## config.mk

```make
export PLATFORM = sky130hd
export DESIGN_NAME = pll_lock_tracker
export DESIGN_NICKNAME = d
export VERILOG_FILES = /design/src/rtl/pll_lock_pkg.sv /design/src/rtl/pll_lock_qual.sv /design/src/rtl/pll_lock_count.sv /design/src/rtl/pll_lol_flag.sv /design/src/rtl/pll_lock_tracker.sv
export SDC_FILE = /design/constraint.sdc
export NUM_CORES = 1
export LEC_CHECK = 0
export ABC_AREA = 1
export ABC_CLOCK_PERIOD_IN_PS = 1800
export BUFFER_PORTS_ARGS = -buffer_cell sky130_fd_sc_hd__buf_2
export CORE_AREA = 4 4 57 59
export CTS_CLUSTER_SIZE = 16
export DETAILED_ROUTE_END_ITERATION = 7
export DIE_AREA = 0 0 61 63
export PLACE_DENSITY = 0.58
export RECOVER_POWER = 25
export SLEW_MARGIN = 15
export SYNTH_ARGS = -nofsm -noshare
export SYNTH_HDL_FRONTEND = slang
export SYNTH_SLANG_ARGS = --single-unit
```

## constraint.sdc

```tcl
create_clock -name clk_i -period 1.8 [get_ports clk_i]
set_clock_uncertainty 0.05 [all_clocks]
set_input_delay 0.45 -clock clk_i [delete_from_list [all_inputs] [get_ports clk_i]]
set_output_delay 0.45 -clock clk_i [all_outputs]
set_load 0.02 [all_outputs]
```

## src/rtl/pll_lock_pkg.sv

```systemverilog
package pll_lock_pkg;
  typedef enum logic [1:0] {
    STOP_NORMAL   = 2'b00,
    STOP_LOW_LEAK = 2'b01,
    STOP_VLP      = 2'b10,
    STOP_RSVD     = 2'b11
  } stop_kind_e;

  // normal stop keeps the loop alive only when the stop enable is set
  function automatic logic stop_kills_loop(stop_kind_e kind, logic keep_en);
    return (kind != STOP_NORMAL) || !keep_en;
  endfunction
endpackage

```

## src/rtl/pll_lock_qual.sv

```systemverilog
module pll_lock_qual
  import pll_lock_pkg::*;
#(
  parameter int unsigned DIV_W = 5,
  parameter int unsigned MUL_W = 5
) (
  input  logic             clk_i,
  input  logic             rst_ni,
  input  logic             mode_pll_i,
  input  logic             pll_clk_en_i,
  input  logic [DIV_W-1:0] ref_div_i,
  input  logic [MUL_W-1:0] mult_i,
  input  logic             ref_present_i,
  input  logic             stop_enter_i,
  input  logic             stop_exit_i,
  input  logic [1:0]       stop_kind_i,
  input  logic             pll_stop_en_i,
  output logic             pll_en_o,
  output logic             cfg_chg_o,
  output logic             stop_kill_o,
  output logic             block_o
);
  logic [DIV_W-1:0] div_q;
  logic [MUL_W-1:0] mul_q;
  logic             stop_hold_q;

  always_ff @(posedge clk_i or negedge rst_ni) begin
    if (!rst_ni) begin
      div_q <= '0;
      mul_q <= '0;
    end else begin
      div_q <= ref_div_i;
      mul_q <= mult_i;
    end
  end

  always_ff @(posedge clk_i or negedge rst_ni) begin
    if (!rst_ni)          stop_hold_q <= 1'b0;
    else if (stop_kill_o) stop_hold_q <= 1'b1;
    else if (stop_exit_i) stop_hold_q <= 1'b0;
  end

  assign pll_en_o    = mode_pll_i | pll_clk_en_i;
  assign cfg_chg_o   = (ref_div_i != div_q) || (mult_i != mul_q);
  assign stop_kill_o = stop_enter_i && stop_kills_loop(stop_kind_e'(stop_kind_i), pll_stop_en_i);
  assign block_o     = !pll_en_o || cfg_chg_o || !ref_present_i || stop_kill_o || stop_hold_q;
endmodule

```

## src/rtl/pll_lock_count.sv

```systemverilog
module pll_lock_count #(
  parameter int unsigned LOCK_CNT = 64
) (
  input  logic clk_i,
  input  logic rst_ni,
  input  logic clear_i,
  input  logic tick_i,
  input  logic tol_i,
  output logic locked_o
);
  localparam int unsigned CNT_W = $clog2(LOCK_CNT + 1);
  localparam logic [CNT_W-1:0] CNT_MAX = CNT_W'(LOCK_CNT);

  logic [CNT_W-1:0] cnt_q;

  always_ff @(posedge clk_i or negedge rst_ni) begin
    if (!rst_ni)                         cnt_q <= '0;
    else if (clear_i || (tick_i && !tol_i)) cnt_q <= '0;
    else if (tick_i && cnt_q != CNT_MAX)  cnt_q <= cnt_q + 1'b1;
  end

  assign locked_o = (cnt_q == CNT_MAX);
endmodule

```

## src/rtl/pll_lol_flag.sv

```systemverilog
module pll_lol_flag (
  input  logic clk_i,
  input  logic rst_ni,
  input  logic set_i,
  input  logic clr_i,
  output logic lol_o
);
  logic lol_q;

  // a loss in the clearing cycle must not be missed
  always_ff @(posedge clk_i or negedge rst_ni) begin
    if (!rst_ni) lol_q <= 1'b0;
    else         lol_q <= set_i | (lol_q & ~clr_i);
  end

  assign lol_o = lol_q;
endmodule

```

## src/rtl/pll_lock_tracker.sv

```systemverilog
module pll_lock_tracker #(
  parameter int unsigned LOCK_CNT = 64,
  parameter int unsigned DIV_W    = 5,
  parameter int unsigned MUL_W    = 5
) (
  input  logic             clk_i,
  input  logic             rst_ni,
  input  logic             mode_pll_i,
  input  logic             pll_clk_en_i,
  input  logic             ref_tick_i,
  input  logic             in_tol_i,
  input  logic             ref_present_i,
  input  logic [DIV_W-1:0] ref_div_i,
  input  logic [MUL_W-1:0] mult_i,
  input  logic             stop_enter_i,
  input  logic             stop_exit_i,
  input  logic [1:0]       stop_kind_i,
  input  logic             pll_stop_en_i,
  input  logic             lol_clr_i,
  output logic             lock_o,
  output logic             lol_o,
  output logic             clk_gate_en_o
);
  logic pll_en, cfg_chg, stop_kill, block, locked, lol_set;

  pll_lock_qual #(.DIV_W(DIV_W), .MUL_W(MUL_W)) i_qual (
    .clk_i         (clk_i),
    .rst_ni        (rst_ni),
    .mode_pll_i    (mode_pll_i),
    .pll_clk_en_i  (pll_clk_en_i),
    .ref_div_i     (ref_div_i),
    .mult_i        (mult_i),
    .ref_present_i (ref_present_i),
    .stop_enter_i  (stop_enter_i),
    .stop_exit_i   (stop_exit_i),
    .stop_kind_i   (stop_kind_i),
    .pll_stop_en_i (pll_stop_en_i),
    .pll_en_o      (pll_en),
    .cfg_chg_o     (cfg_chg),
    .stop_kill_o   (stop_kill),
    .block_o       (block)
  );

  pll_lock_count #(.LOCK_CNT(LOCK_CNT)) i_count (
    .clk_i    (clk_i),
    .rst_ni   (rst_ni),
    .clear_i  (block),
    .tick_i   (ref_tick_i),
    .tol_i    (in_tol_i),
    .locked_o (locked)
  );

  // only unplanned losses are recorded
  assign lol_set = locked && pll_en && !cfg_chg && !stop_kill &&
                   (!ref_present_i || (ref_tick_i && !in_tol_i));

  pll_lol_flag i_lol (
    .clk_i  (clk_i),
    .rst_ni (rst_ni),
    .set_i  (lol_set),
    .clr_i  (lol_clr_i),
    .lol_o  (lol_o)
  );

  assign lock_o        = locked;
  assign clk_gate_en_o = pll_en && locked;
endmodule

```

* Yosys cells after proc, flatten, opt, wreduce, memory -nomap -nowiden
Index checks and enable logic that the tools add are counted.
Widths: inputs -> output; s select.
** Storage, ports and cells
- Bits in registers :: 19
- Input port bits :: 23
- Output and inout bits :: 3
- Word-level logic and storage cells :: 42
** Operators by class
- Add/sub/neg operators :: 1
- Eq/ne operators :: 4
- Multiplexer cells :: 4
- Bitwise gates (word level) :: 4
- Reductions and logical operators :: 24
** Operators by type and width (count)
- $mux 7 :: 2
- $ne 5x5->1 :: 2
- $logic_or 1x1->1 :: 8
- $add 7x1->7 const B :: 1
- $eq 7x7->1 const B :: 1
- $logic_and 1x1->1 :: 7
- $ne 7x7->1 const B :: 1
- $logic_not 1->1 :: 6
- $reduce_bool 2->1 :: 3
- $mux 1 :: 2
- $or 1x1->1 :: 2
- $and 1x1->1 :: 1
- $not 1->1 :: 1

* Depth between registers and ports, before layout
Gate-level depths: netlist of the first run.
- Depth in word-level cells :: 8
- Gate-level depth with buffers :: 10
- Depth with buffers taken out :: 10

* Cells and area by module
A second synthesis of the first run with hierarchy kept.
** Unflattened totals
- Cell total of the unflattened synthesis :: 133
- Area total of the unflattened synthesis :: 1026.0 µm²
** By module, submodules not included
- pll_lock_qual :: times used 1, cells each 59, area each 493.0 µm², seq. area each 275.3 µm²
- pll_lock_count :: times used 1, cells each 61, area each 459.2 µm², seq. area each 175.2 µm²
- pll_lol_flag :: times used 1, cells each 5, area each 40.0 µm², seq. area each 25.0 µm²
- pll_lock_tracker :: times used 1, cells each 8, area each 33.8 µm², seq. area each 0.0 µm²

* Worst setup path before layout of the first run
Ideal clock, no wire load.
- Kind :: reg2out
- Start :: reg i_count.cnt_q[0]
- End :: out clk_gate_en_o
- Data arrival time :: 1.149 ns
- Data required time :: 1.300 ns
- Path slack :: 0.151 ns
- Cell stages (with the launch flop) :: 7
- Buffers on the path :: 0
- Path through :: dfrtp_1 -> inv_1 -> ha_1 -> nand2_1 -> inv_1 -> nand3_2 -> nor2_1
** Between the ends
- Word-level cells in the longest chain between the ends :: 2
** Ends and longest elaborated chain
- start, declared :: RTL line pll_lock_count.sv:14 : logic [CNT_W-1:0] cnt_q;
- start signal, assigned :: RTL line pll_lock_count.sv:19 : else if (tick_i && cnt_q != CNT_MAX) cnt_q <= cnt_q + 1'b1;
- $eq 7x7->1 :: RTL line pll_lock_count.sv:22 : assign locked_o = (cnt_q == CNT_MAX);
- $logic_and 1x1->1 :: RTL line pll_lock_tracker.sv:66 : assign clk_gate_en_o = pll_en && locked;
- end, declared :: RTL line pll_lock_tracker.sv:22 : output logic clk_gate_en_o
No other way between the ends.

* Final worst setup path of the first run
Ends and elaborated chain as after synthesis.

==> results by group, run 1 <==
Power
  • Max rail drop VDD: 0.316 mV
  • Lkg Pwr: 0.723 nW
  • Power per cell area: 547 nW/um^2

Yosys
  • Cell area after synthesis: 1050 um^2
  • Ys Warns: 0
  • #FFs+latches synth: 19
  • Synth Area per Inst: 7.42 um^2
  • Largest family of logic cells by synthesized area: simple AND/OR/NAND/NOR gates
  • Adder-cell area share of the yosys netlist: 2.39%
  • Synth Net Count: 166
  • Post-synthesis xor/xnor area fraction: 0.837%
  • Post-synthesis mux area share: 0%
  • Post-synth cell types: 19
  • Seq/Total Area, Yosys: 45.5%
  • Compound-Gate Fraction of Synth Area: 3.95%
  • Cells after Synth: 141
  • Post-Synth Simple-Gate Area: 35.5%

Critical path
  • Crit end category: primary output
  • WS Path Type: flip-flop to primary output
  • Path depth of the worst reg2reg path: 12
  • Reg-to-Reg End: i_count.cnt_q[0]
  • Crit path cell chain: inv_2 > ha_4 > nand2_2 > inv_2 > nand3_4 > nor2_4 > buf_6
  • Worst-path maximum fanout: 3
  • CP max-delay cell: dfrtp_1
  • Slowest stage delay, CP: 0.41 ns
  • Worst Path Arrival: 1.30 ns
  • Reg-to-reg critical path startpoint: i_count.cnt_q[0]
  • R2R Setup Slk: 0.14 ns
  • Crit-path most repeated cell: inv_2
  • Setup crit start kind: flip-flop
  • Worst Path Required: 1.30 ns

Placement
  • DP Wirelength: 1590 um
  • Place WS: 0.201 ns
  • GPL Wtd Cong: 0.727
  • Port-buffer cells: 25

Timing
  • Worst Tran Pin Value: 0.422 ns
  • Final Cycle Share: 100%
  • Slew Viols, Final: 0
  • Worst slew margin: 71.8%
  • Fmax: 555 MHz
  • PnR worst setup slack: -0.00165 ns
  • Final hold violations: 0
  • Setup-failing EPs final: 1
  • Fin crit period: 1.80 ns
  • Setup_tns: -0.00165 ns
  • RSZ-0062 raised after global routing: true

Routing
  • DRT iter0 DRCs: 32
  • Routed len/inst: 10.2 um
  • DRC: 0
  • Vias: 937
  • Final wirelength: 2130 um
  • DRT Pass-1 Iters: 4
  • Via density: 4.48
  • Final ANT Viol Nets: 0

Run
  • Max cap viols: 0

Die
  • Floorplan Core Area: 2710 um^2
  • Cell row count: 19
  • Die width: 61 um
  • IO Count: 26
  • Total die area: 3840 um^2
  • DIE HEIGHT: 63 um
  • Starting Density: 38.6%

Outcome
  • Failing checks: setup timing
  • Outcome: finished with violations

Clocking
  • Clock Latency Late Sink: 0.29 ns
  • Number of buffers created by CTS: 3
  • Clk sink count: 19
  • Root Buffer: clkbuf_4
  • H-tree lvl count: 1
  • Post-CTS Hold Fix Bufs: 0
  • Register clock-pin slew on the reported worst setup and hold paths: 0.11 ns
  • TritonCTS clock tree: yes
  • Clock Tree Buf Depth: 2

Global routing
  • GRT Util Overall: 12.4%
  • Overflow after GRT: 0
  • Largest net degree at the start of global routing: 20
  • Routing usage on met3: 2.27%
  • First-pass GRT wire length: 3600 um
  • Initial antenna violation count: 0
  • Met2 usage: 19.3%
  • Met1 usage: 15.5%
  • Number of global-route vias before repair: 892
  • Busiest layer in global routing: met2

Finish
  • Most common cell after layout, fill and taps aside: nand2_1
  • Most frequent cells in the layout: nand2_1 (39), inv_1 (29), nor2_1 (19), dfrtp_1 (19), buf_2 (14)
  • Fill cells: 274
  • # nets final: 204
  • Layout cells sized above 1: 27.5%
  • Antenna cells: 0
  • Area Growth Syn to Fin: 29.5%

Hold path
  • Worst min-delay path category: input pin to async pin
==> cell usage after synthesis <==
cell      number  area, um^2
dfrtp_1       19         475
nand3_1        4        20.0
a21oi_1        2        10.0
nor3_2         4        40.0
o21ai_1        1        5.00
xor2_1         1        8.76
nand2_2        2        12.5
nor2_4         1        11.3
ha_1           2        25.0
nand4_2        1        12.5
nand4_1        1        6.26
nand3_2        2        20.0
nor3_1         1        5.00
nand2_1       40         150
a21boi_2       1        11.3
o21ai_0        3        15.0
inv_1         33         124
nor2_1        20        75.1
nor2_2         3        18.8
==> sequential cells by signal, summed over array words and instances (netlist names) <==
register            flops
i_qual.div_q            5
i_qual.mul_q            5
i_qual.stop_hold_q      1
i_count.cnt_q           7
i_lol.lol_o             1
==> cells by family after synthesis <==
| group | Yosys count |
|---|---|
| and+or+nand+nor | 79 |
| adders and majority gates | 2 |
| DFF | 19 |
| xor gates and xnor gates | 1 |
| AOI/OAI and AO/OA | 7 |
| buffers and inverters | 33 |
==> critical path, delay by kind of cell, from the launching register on <==
kind                       cells  cell delay [ns]
DFF                            1             0.41
adders and majority gates      1             0.13
buffers and inverters          3             0.27
and+or+nand+nor                3             0.21
==> layer usage <==
metal	wire, um	vias to the layer above
met5	0	-
met4	51	0
met3	165	6
met2	965	30
met1	948	414
li1	-	487
==> layout make-up <==
| type | instances | area (um^2) | share of cell area (%) |
|---|---|---|---|
| multi-input combinational | 89 | 500 | 36.9 |
| sequential | 19 | 475 | 35.1 |
| timing repair buffer | 33 | 190 | 14.0 |
| inverter | 33 | 124 | 9.14 |
| tap | 31 | 38.8 | 2.86 |
| clock buffer | 4 | 26.3 | 1.94 |
==> timing repair <==
item | in CTS | in global routing
endpoints found under the setup margin | 2 | 10
setup buffers | 7 | 2
pin swaps | 2 | 3
resized for setup | 5 | 14
==> through the flow <==
stage / power (W) / cells / area [um^2] / utilization (%) / hold WS, ns
after floorplan: 0.000494 / 141 / 1050 / - / 0.104
after global placement: 0.000536 / 198 / 1220 / 44.9 / 0.368
after detailed placement: 0.000540 / 198 / 1220 / 44.9 / 0.366
after CTS: 0.000755 / 209 / 1310 / 48.4 / 0.0340
after global routing: 0.000795 / 209 / 1360 / 50.0 / 0.0454
final: 0.000742 / 209 / 1360 / 50.0 / 0.0258
==> where the power goes <==
part / internal (W) / switching [W]
Sequential: 0.000440 / 0.00000639
Clock: 0.0000861 / 0.000125
Combinational: 0.0000333 / 0.0000516
==> worst max path at each step <==
| stage | start | to | slack (ns) | cells after the start |
|---|---|---|---|---|
| global route | i_count.cnt_q[0] | clk_gate_en_o | -0.11 | 7 |
| floorplan | i_count.cnt_q[0] | clk_gate_en_o | 0.15 | 6 |
| finish | i_count.cnt_q[0] | clk_gate_en_o | -0.002 | 7 |
| detailed placement | i_count.cnt_q[0] | clk_gate_en_o | 0.20 | 7 |
| global placement | i_count.cnt_q[0] | clk_gate_en_o | 0.26 | 7 |
| CTS | i_count.cnt_q[0] | clk_gate_en_o | -0.03 | 7 |
No activity file was read; power rests on OpenSTA's default activity.
==> run 2: changes to the inputs <==
- PLACE_DENSITY: 0.58 -> 0.66
==> run 2 against run 1 <==
The flow still finishes with violations (setup timing). Flip-flop and latch count unchanged. Critical path depth unchanged. Setup slack worse by 0.046 ns. Non-clock buffer count down 3. Wire length up 4.3%. Clock-buffer cell count down 1. Clock power up 9%. Hold slack worse by 0.0096 ns. Final area down 4.8%. Critical endpoint unchanged. Highest routed layer unchanged.
==> results by group, run 2 (synthesis results as in run 1) <==
Outcome
  • Outcome: finished with violations
  • Failing checks: setup timing

Timing
  • Fmax: 541 MHz (-2.5%)
  • Final Cycle Share: 103% (+2.6 points)
  • Worst slew margin: 70.7% (-1.1 points)
  • RSZ-0062 raised after global routing: true
  • Setup-failing EPs final: 1 (unchanged)
  • Worst Tran Pin Value: 0.439 ns (+0.0168 ns)
  • Fin crit period: 1.85 ns (+0.0459 ns)
  • Final hold violations: 0 (unchanged)
  • Slew Viols, Final: 0 (unchanged)
  • PnR worst setup slack: -0.0476 ns (-0.0459 ns)

Placement
  • Port-buffer cells: 25 (unchanged)
  • Placed instance area: 1220 um^2 (unchanged)
  • GPL Wtd Cong: 0.790 (+8.7%)
  • DP Wirelength: 1720 um (+8.4%)

Finish
  • Largest regs: i_count.cnt_q: 7 flops, i_qual.div_q: 5 flops, i_qual.mul_q: 5 flops
  • Area Growth Syn to Fin: 23.3%
  • Reg with most FFs: i_count.cnt_q
  • Fill cells: 276 (+0.73%)
  • Most frequent cells in the layout: nand2_1 (39), inv_1 (30), nor2_1 (20)
  • Most common cell after layout, fill and taps aside: nand2_1
  • Layout cells sized above 1: 25.1% (-2.4 points)
  • # nets final: 201 (-1.5%)
  • Max reg flops: 7 (unchanged)
  • Final Cell Area: 1290 um^2 (-4.8%)
  • Antenna cells: 0 (unchanged)

Power
  • Power per cell area: 588 nW/um^2 (+7.4%)
  • Max rail drop VDD: 0.589 mV (+87%)
  • Lkg Pwr: 0.706 nW (-2.3%)
  • Total Power: 0.000759 W (+2.3%)

Routing
  • Final ANT Viol Nets: 0 (unchanged)
  • DRC: 0 (unchanged)
  • Final wirelength: 2220 um (+4.3%)
  • Via density: 4.59 (+2.4%)
  • DRT iter0 DRCs: 50 (+56%)
  • DRT Pass-1 Iters: 4 (unchanged)
  • Routed len/inst: 10.8 um (+5.8%)
  • Vias: 946 (+0.96%)

Critical path
  • WS Path Type: flip-flop to primary output
  • Crit-path leading delay family: flip-flops
  • Crit end category: primary output
  • Setup crit start kind: flip-flop
  • Worst-path maximum fanout: 3 (unchanged)
  • Slowest stage delay, CP: 0.42 ns (about the same)
  • R2R Setup Slk: 0.29 ns (+0.15 ns)
  • CP max-delay cell: dfrtp_1
  • Crit path cell chain: inv_2 > ha_4 > nand2_2 > inv_2 > nand3_2 > nor2_1 > buf_4
  • CP bufs+invs: 3 (unchanged)
  • Worst Path Required: 1.30 ns (about the same)
  • Crit-path most repeated cell: inv_2
  • Worst Path Arrival: 1.35 ns (+0.05 ns)

Global routing
  • Number of global-route vias before repair: 924 (+3.6%)
  • First-pass GRT wire length: 3790 um (+5.2%)
  • Largest net degree at the start of global routing: 20 (unchanged)
  • GRT Util Overall: 12.6% (+0.23 points)
  • Overflow after GRT: 0 (unchanged)
  • Initial antenna violation count: 0 (unchanged)

Clocking
  • Clk sink count: 19 (unchanged)
  • Clock Tree Buf Depth: 2 (unchanged)
  • Number of buffers created by CTS: 3 (unchanged)
  • Post-CTS Hold Fix Bufs: 0 (unchanged)
  • Root Buffer: clkbuf_4
  • Register clock-pin slew on the reported worst setup and hold paths: 0.12 ns (about the same)
  • Clock Latency Late Sink: 0.30 ns (about the same)
  • H-tree lvl count: 1 (unchanged)
  • TritonCTS clock tree: yes

Run
  • Max cap viols: 0 (unchanged)

Die
  • Die width: 61 um (unchanged)
  • Cell row count: 19 (unchanged)
  • Floorplan Core Area: 2710 um^2 (unchanged)
  • DIE HEIGHT: 63 um (unchanged)
  • Total die area: 3840 um^2 (unchanged)
  • Starting Density: 38.6% (unchanged)
  • IO Count: 26 (unchanged)

Hold path
  • Worst min-delay path category: input pin to async pin
## run 2: cell count changes in the layout (fill, tap and decap cells not counted), sizes merged
cell      previous run  this run
clkbuf              13        12
clkinvlp             0         1
buf                 24        21
## run 2: worst register-to-register path, stage by stage (launching register included)
cell and delay [ns]:
dfrtp_1 0.39, inv_2 0.06, ha_4 0.16, nand2_2 0.05, inv_2 0.03, nand3_2 0.06
buf_4 0.14, nand2_2 0.08, nor2_2 0.13, nand4_1 0.12, nand2_1 0.09, nor2_1 0.04
## run 2: per-stage QoR
step / setup slack, ns / TNS [ns] / hold slack (ns) / utilization [%] / instances
4_1_cts: -0.0414 / -0.0414 / 0.0182 / 46.8 / 204
3_5_place_dp: 0.217 / 0 / 0.370 / 44.9 / 198
2_1_floorplan: 0.151 / 0 / 0.104 / - / 141
3_3_place_gp: 0.252 / 0 / 0.363 / 44.9 / 198
5_1_grt: -0.127 / -0.194 / 0.0187 / 47.6 / 206
6_report: -0.0476 / -0.0476 / 0.0162 / 47.6 / 206
## run 2: worst paths after layout
kind,start,endpoint,cells past startpoint
max in group asynchronous,rst_ni,i_qual.mul_q[3],1
worst min register to register,i_qual.stop_hold_q,i_qual.stop_hold_q,2
min in group clk_i,ref_div_i[4],i_qual.div_q[4],1
worst min-delay path,rst_ni,i_count.cnt_q[1],1
worst max register to register,i_count.cnt_q[1],i_count.cnt_q[5],11
worst max-delay path,i_count.cnt_q[1],clk_gate_en_o,7
## run 2: timing repair
item / in CTS / in global routing
setup buffers: 2 / 2
resized for setup: 3 / 6
pin swaps: 0 / 2
endpoints found under the setup margin: 2 / 2
## run 2: area by class of cell
class	instances	area, um^2	share of cell area [%]
flip-flops and latches	19	475	36.9
inverters	33	124	9.60
well taps	31	38.8	3.01
multi-input cells	89	462	35.8
clock buffers	3	22.5	1.75
clock inverters	1	7.51	0.582
repair buffers	30	160	12.4
## run 2: where the power goes
part | internal (W) | leakage (nW) | total, W | switching (W)
Clock | 0.0000846 | 0.0139 | 0.000230 | 0.000146
Sequential | 0.000440 | 0.239 | 0.000446 | 0.00000644
Combinational | 0.0000327 | 0.453 | 0.0000819 | 0.0000491
Total | 0.000557 | 0.706 | 0.000759 | 0.000201
## run 2: layer usage
metal	routed length (um)	up-vias	global-route usage, %	share of wire [%]
li1	-	489	-	-
met1	871	429	15.0	39
met2	1200	22	20.7	54
met3	107	6	4.75	4.8
met4	46	0	3.52	2.1
met5	0	-	0	0
